--- config.mk ---
export PLATFORM = sky130hd
export DESIGN_NAME = mac3_pipe
export DESIGN_NICKNAME = d
export VERILOG_FILES = /design/src/rtl/mp_pkg.sv /design/src/rtl/mp_stage_in.sv /design/src/rtl/mp_stage_mul.sv /design/src/rtl/mp_stage_add.sv /design/src/rtl/mac3_pipe.sv
export SDC_FILE = /design/constraint.sdc
export NUM_CORES = 1
export LEC_CHECK = 0
export ABC_AREA = 1
export CAP_MARGIN = 20
export CORE_ASPECT_RATIO = 0.9
export CORE_MARGIN = 4
export CORE_UTILIZATION = 40
export CTS_CLUSTER_SIZE = 14
export DETAILED_ROUTE_END_ITERATION = 10
export PLACE_DENSITY = 0.72
export SETUP_SLACK_MARGIN = 0.05
export SKIP_LAST_GASP = 1
export SYNTH_ARGS = -nofsm -noshare
export SYNTH_HDL_FRONTEND = slang
export SYNTH_SLANG_ARGS = --single-unit
--- constraint.sdc ---
create_clock -name clk -period 3.8 [get_ports clk]
set_input_delay 0.57 -clock clk [delete_from_list [all_inputs] [get_ports clk]]
set_output_delay 0.57 -clock clk [all_outputs]
set_load 0.05 [all_outputs]
--- src/rtl/mp_pkg.sv ---
`timescale 1ns/1ps
package mp_pkg;
  // Width of the final result: full product plus one carry bit.
  function automatic int sum_width(input int w);
    return 2 * w + 1;
  endfunction

  // Width of the product register.
  function automatic int prod_width(input int w);
    return 2 * w;
  endfunction
endpackage

--- src/rtl/mp_stage_in.sv ---
`timescale 1ns/1ps
module mp_stage_in #(
  parameter int W            = 8,
  parameter bit ALIGN_ADDEND = 1'b1
) (
  input  logic         clk,
  input  logic         rst,
  input  logic         v_i,
  input  logic [W-1:0] a_i,
  input  logic [W-1:0] b_i,
  input  logic [W-1:0] c_i,
  output logic         v_o,
  output logic [W-1:0] a_o,
  output logic [W-1:0] b_o,
  output logic [W-1:0] c_o
);
  logic         v_q;
  logic [W-1:0] a_q, b_q;

  always_ff @(posedge clk) begin
    if (rst) v_q <= 1'b0;
    else     v_q <= v_i;
  end

  // Data registers load only for real triples.
  always_ff @(posedge clk) begin
    if (v_i) begin
      a_q <= a_i;
      b_q <= b_i;
    end
  end

  generate
    if (ALIGN_ADDEND) begin : g_delay_c
      // Addend arrives with its multiplicands: hold it one stage.
      logic [W-1:0] c_q;
      always_ff @(posedge clk) begin
        if (v_i) c_q <= c_i;
      end
      assign c_o = c_q;
    end else begin : g_late_c
      // Addend arrives one cycle later: it goes straight to stage 2.
      assign c_o = c_i;
    end
  endgenerate

  assign v_o = v_q;
  assign a_o = a_q;
  assign b_o = b_q;

  // a reset edge clears the first-stage flag.
  assert_reset_clears_s1_R7: assert property (@(posedge clk) rst |=> !v_o);
endmodule

--- src/rtl/mp_stage_mul.sv ---
`timescale 1ns/1ps
module mp_stage_mul #(
  parameter int W = 8
) (
  input  logic                              clk,
  input  logic                              rst,
  input  logic                              v_i,
  input  logic [W-1:0]                      a_i,
  input  logic [W-1:0]                      b_i,
  input  logic [W-1:0]                      c_i,
  output logic                              v_o,
  output logic [mp_pkg::prod_width(W)-1:0]  p_o,
  output logic [W-1:0]                      c_o
);
  localparam int PW = mp_pkg::prod_width(W);

  logic          v_q;
  logic [PW-1:0] p_q;
  logic [W-1:0]  c_q;
  logic [PW-1:0] a_ext, b_ext;

  assign a_ext = {{(PW-W){1'b0}}, a_i};
  assign b_ext = {{(PW-W){1'b0}}, b_i};

  always_ff @(posedge clk) begin
    if (rst) v_q <= 1'b0;
    else     v_q <= v_i;
  end

  // Product and addend are captured on the same edge, so they stay paired.
  always_ff @(posedge clk) begin
    if (v_i) begin
      p_q <= a_ext * b_ext;
      c_q <= c_i;
    end
  end

  assign v_o = v_q;
  assign p_o = p_q;
  assign c_o = c_q;

  // a reset edge clears the second-stage flag.
  assert_reset_clears_s2_R7: assert property (@(posedge clk) rst |=> !v_o);
endmodule

--- src/rtl/mp_stage_add.sv ---
`timescale 1ns/1ps
module mp_stage_add #(
  parameter int W = 8
) (
  input  logic                             clk,
  input  logic                             rst,
  input  logic                             v_i,
  input  logic [mp_pkg::prod_width(W)-1:0] p_i,
  input  logic [W-1:0]                     c_i,
  output logic                             v_o,
  output logic [mp_pkg::sum_width(W)-1:0]  s_o
);
  localparam int PW = mp_pkg::prod_width(W);
  localparam int SW = mp_pkg::sum_width(W);

  logic          v_q;
  logic [SW-1:0] s_q;

  always_ff @(posedge clk) begin
    if (rst) v_q <= 1'b0;
    else     v_q <= v_i;
  end

  // One extra bit above the product absorbs the carry of the addition.
  always_ff @(posedge clk) begin
    if (v_i) s_q <= {1'b0, p_i} + {{(SW-W){1'b0}}, c_i};
  end

  assign v_o = v_q;
  assign s_o = s_q;

  // the stored sum never wraps below the product it came from.
  assert_no_overflow_R3: assert property (@(posedge clk) disable iff (rst)
    v_o |-> (s_o >= {1'b0, $past(p_i)}));
endmodule

--- src/rtl/mac3_pipe.sv ---
`timescale 1ns/1ps
module mac3_pipe #(
  parameter int W            = 8,
  parameter bit ALIGN_ADDEND = 1'b1
) (
  input  logic                            clk,
  input  logic                            rst,
  input  logic                            in_valid,
  input  logic [W-1:0]                    in_a,
  input  logic [W-1:0]                    in_b,
  input  logic [W-1:0]                    in_c,
  output logic                            out_valid,
  output logic [mp_pkg::sum_width(W)-1:0] out_sum
);
  localparam int PW = mp_pkg::prod_width(W);
  localparam int SW = mp_pkg::sum_width(W);

  logic          s1_v, s2_v;
  logic [W-1:0]  s1_a, s1_b, s1_c;
  logic [PW-1:0] s2_p;
  logic [W-1:0]  s2_c;

  mp_stage_in #(.W(W), .ALIGN_ADDEND(ALIGN_ADDEND)) u_in (
    .clk(clk), .rst(rst), .v_i(in_valid), .a_i(in_a), .b_i(in_b), .c_i(in_c),
    .v_o(s1_v), .a_o(s1_a), .b_o(s1_b), .c_o(s1_c)
  );

  mp_stage_mul #(.W(W)) u_mul (
    .clk(clk), .rst(rst), .v_i(s1_v), .a_i(s1_a), .b_i(s1_b), .c_i(s1_c),
    .v_o(s2_v), .p_o(s2_p), .c_o(s2_c)
  );

  mp_stage_add #(.W(W)) u_add (
    .clk(clk), .rst(rst), .v_i(s2_v), .p_i(s2_p), .c_i(s2_c),
    .v_o(out_valid), .s_o(out_sum)
  );

  // Checker state: clean edges since reset, saturating at the pipeline depth.
  logic [1:0]    clean_edges;
  logic [SW-1:0] chk_a, chk_b, chk_c;

  always_ff @(posedge clk) begin
    if (rst)                   clean_edges <= 2'd0;
    else if (clean_edges != 3) clean_edges <= clean_edges + 2'd1;
  end

  assign chk_a = {{(SW-W){1'b0}}, in_a};
  assign chk_b = {{(SW-W){1'b0}}, in_b};
  assign chk_c = {{(SW-W){1'b0}}, in_c};

  // the output flag repeats the input flag three edges later.
  assert_latency_R2: assert property (@(posedge clk) disable iff (rst)
    (clean_edges == 2'd3) |-> (out_valid == $past(in_valid, 3)));

  generate
    if (ALIGN_ADDEND) begin : g_chk_align
      // addend sampled together with the multiplicands.
      assert_result_R4: assert property (@(posedge clk) disable iff (rst)
        (clean_edges == 2'd3 && out_valid) |->
        (out_sum == $past(chk_a, 3) * $past(chk_b, 3) + $past(chk_c, 3)));
    end else begin : g_chk_late
      // addend sampled one edge after the multiplicands.
      assert_result_R5: assert property (@(posedge clk) disable iff (rst)
        (clean_edges == 2'd3 && out_valid) |->
        (out_sum == $past(chk_a, 3) * $past(chk_b, 3) + $past(chk_c, 2)));
    end
  endgenerate
endmodule

==> reports/results.ini <==
[synth]
yosysSeqAreaShare=0.3967
synth_top_area_frac=0.3849
avgSynthCellArea_um2=8.928
synth-seq-cells=68
synth_cell_types=23
synth_area_leaders=edfxtp_1 (38%), fa_1 (15%), nand2_1 (12%)
syn_inst=568
synth_top_cell_by_area=edfxtp_1
synth_warnings=0
syn_area_um2=5071
syn-num-nets=676

[power]
seqPwrFrac=0.247
finalPower_uw=4555
powerDensity_nw_per_um2=705.8
intPower_uw=2710
power_switching_uw=1845
pwr-share-clk=0.174
p_leak_uw=0.003305
vdd_drop_max_mv=0.3837
p_comb_frac=0.578
p_sw_frac=0.4050

[worst_setup_path]
critPathMaxFanout=5
required_ps=3880
ff2ff_setup_slack_ps=-30
cp-end-kind=flip-flop
cp.arrival_ps=3910
critPathKind=reg -> reg
worstSetupStartpointType=flip-flop
reg2reg_depth=17

[sta]
hold_viol_final=0
finalSetupViolCount=2
postLayoutSetupSlackWorst_ps=-25.30
rsz0062_at_grt=true
fin_crit_sh=1.007
period_minus_slack_ps=3825
tightestPinTransition_ps=1024
report.final.slew_viol_count=0
slew_headroom=0.3164
fin_skew_ps=4.001
max_freq_ghz=0.2614

[place]
place_inst=784
post-place-ws_ps=-178.0
hpwl_mm=7.760
port_buffers=44
dpl-instance-area_um2=5918
place.gp.congestion=0.9169

[routing]
ant_nets=0
drtIter0Drc=241
drtPass1Iterations=4
wl_met3_um=473
num_vias=3720
route.met2.wl_mm=4.951
viasPerCell=4.604
drt_wl_total_mm=9.741
drc=0
post_drt_wl_per_cell_um=12.06
routed.top_layer=met4
wl_met1_mm=4.093

[finish]
fin_nets=751
multiInputGateArea_um2=2681
instances_no_fill=808
n_antenna_cell=0
seq_area_um2=2012
fillers=1041
final_common_cell=nand2_1
syn_to_final_growth_pct=27.26
final_cell_mix=nand2_1 (140), inv_1 (135), edfxtp_1 (65)
drive_above_1_share=0.1698
design_area_um2=6454

[die]
rows=38
fp.coreArea_um2=12220
start_util=0.4150
fp.dieW_um=126.7
dieArea_um2=14550
io-pin-count=45
die_y_um=114.8

[grt]
grt_pass1_wl_mm=16.21
antenna_found_initial=0
gr-usage-all-layers=0.1380
grt_max_degree=26
grt-ovfl-total=0
grt_pass1_vias=3746

[min_path]
hold_depth=0
hold_path_class=reg -> reg

[clocking]
clock_latency_ps=330
path_clk_slew_ps=50
cts_sinks=68
cts_tree=built
cts_buffer_depth=2
cts-buffers-inserted=9
clockRootBuffer=clkbuf_16
h-tree-depth=3

[status]
violations=setup timing
status=finished, violations left

[flow_run]
drv_cap=0

[power by group through the flow]
stage	logic, µW	registers (µW)	clock network [µW]
floorplan	1520	1160	0
global placement	2100	1130	0
detailed placement	2140	1140	0
CTS	2450	1130	809
global route	2950	1140	848
finish	2630	1130	794
[per-layer routing]
layer  vias to the layer above  global-route usage
met1                      1739              0.1575
met5                         -                   0
met3                        19             0.03298
li1                       1868                   -
met4                         0             0.04575
met2                        94              0.2553
[logic make-up (layout without fill, tap and decap cells)]
logic type / after synthesis / count (layout) / synth area share
and+or+nand+nor: 227 / 227 / 0.1858
buffers and inverters: 162 / 242 / 0.1199
adders and majority gates: 81 / 81 / 0.2546
DFF: 68 / 68 / 0.3967
AOI/OAI and AO/OA: 15 / 15 / 0.01702
xor gates and xnor gates: 15 / 15 / 0.02591
[worst max-delay path, cell delays in order, from the launching register on]
cell and delay [ps]:
edfxtp_1 450, buf_6 140, nand2_2 50, fa_1 500, fa_1 510, inv_1 50
fa_1 470, inv_1 50, fa_1 490, inv_2 50, ha_4 300, nand2_2 90
inv_1 100, nand2_1 60, nand2_1 70, nand2_1 70, nand4_1 100, nand2_1 60
[cell type report]
class                   instances  share of cell area
clock buffers                  11             0.03606
clock inverters                 5            0.008143
inverters                     146             0.08569
multi-input cells             338              0.4155
flip-flops and latches         68              0.3117
well taps                     160             0.03102
repair buffers                 80              0.1119
[worst paths after layout]
check / from / to
worst min-delay path: u_in.c_o[2] / u_mul.c_o[2]
worst max register to register: u_in.b_o[2] / u_mul.p_o[12]
worst min register to register: u_in.c_o[2] / u_mul.c_o[2]
worst max-delay path: u_in.b_o[2] / u_mul.p_o[12]
[metrics by stage]
step | util | setup TNS (ps) | hold WS [ps]
3_3_place_gp | 0.4843 | -553.3 | 407.4
4_1_cts | 0.5210 | 0 | 417.3
2_1_floorplan | - | 0 | 400.3
5_1_grt | 0.5282 | -971.9 | 421.6
6_report | 0.5282 | -26.64 | 417.3
3_5_place_dp | 0.4843 | -1012 | 404.5
[synthesized netlist by cell type]
cell / number
nor3_2: 2
a21oi_1: 10
nor2_1: 29
nor2_2: 1
xor2_1: 9
a21o_1: 2
ha_1: 44
nand2_2: 3
nand3b_1: 4
nand3_1: 24
dfxtp_1: 3
nor2_4: 1
o21ai_2: 1
clkbuf_1: 16
inv_1: 145
edfxtp_1: 65
o21ai_1: 1
fa_1: 37
o21bai_1: 1
nand2_1: 157
xnor2_1: 6
nand4_1: 6
inv_2: 1
[registers in the layout, summed over array words and instances, names as in the netlist]
name,cells
u_add.v_o,1
u_add.s_o,17
u_in.v_o,1
u_mul.p_o,16
u_mul.v_o,1
u_in.a_o,8
u_in.b_o,8
u_mul.c_o,8
u_in.c_o,8
[what timing repair did]
| item | in CTS | in global routing |
|---|---|---|
| gates resized for setup | 40 | 18 |
| hold buffers | 0 | 0 |
| setup endpoints to repair | 9 | 10 |
| pin swaps | 44 | 21 |
| buffers inserted | 6 | 1 |
Note: power is estimated with default switching activity, not from simulation.
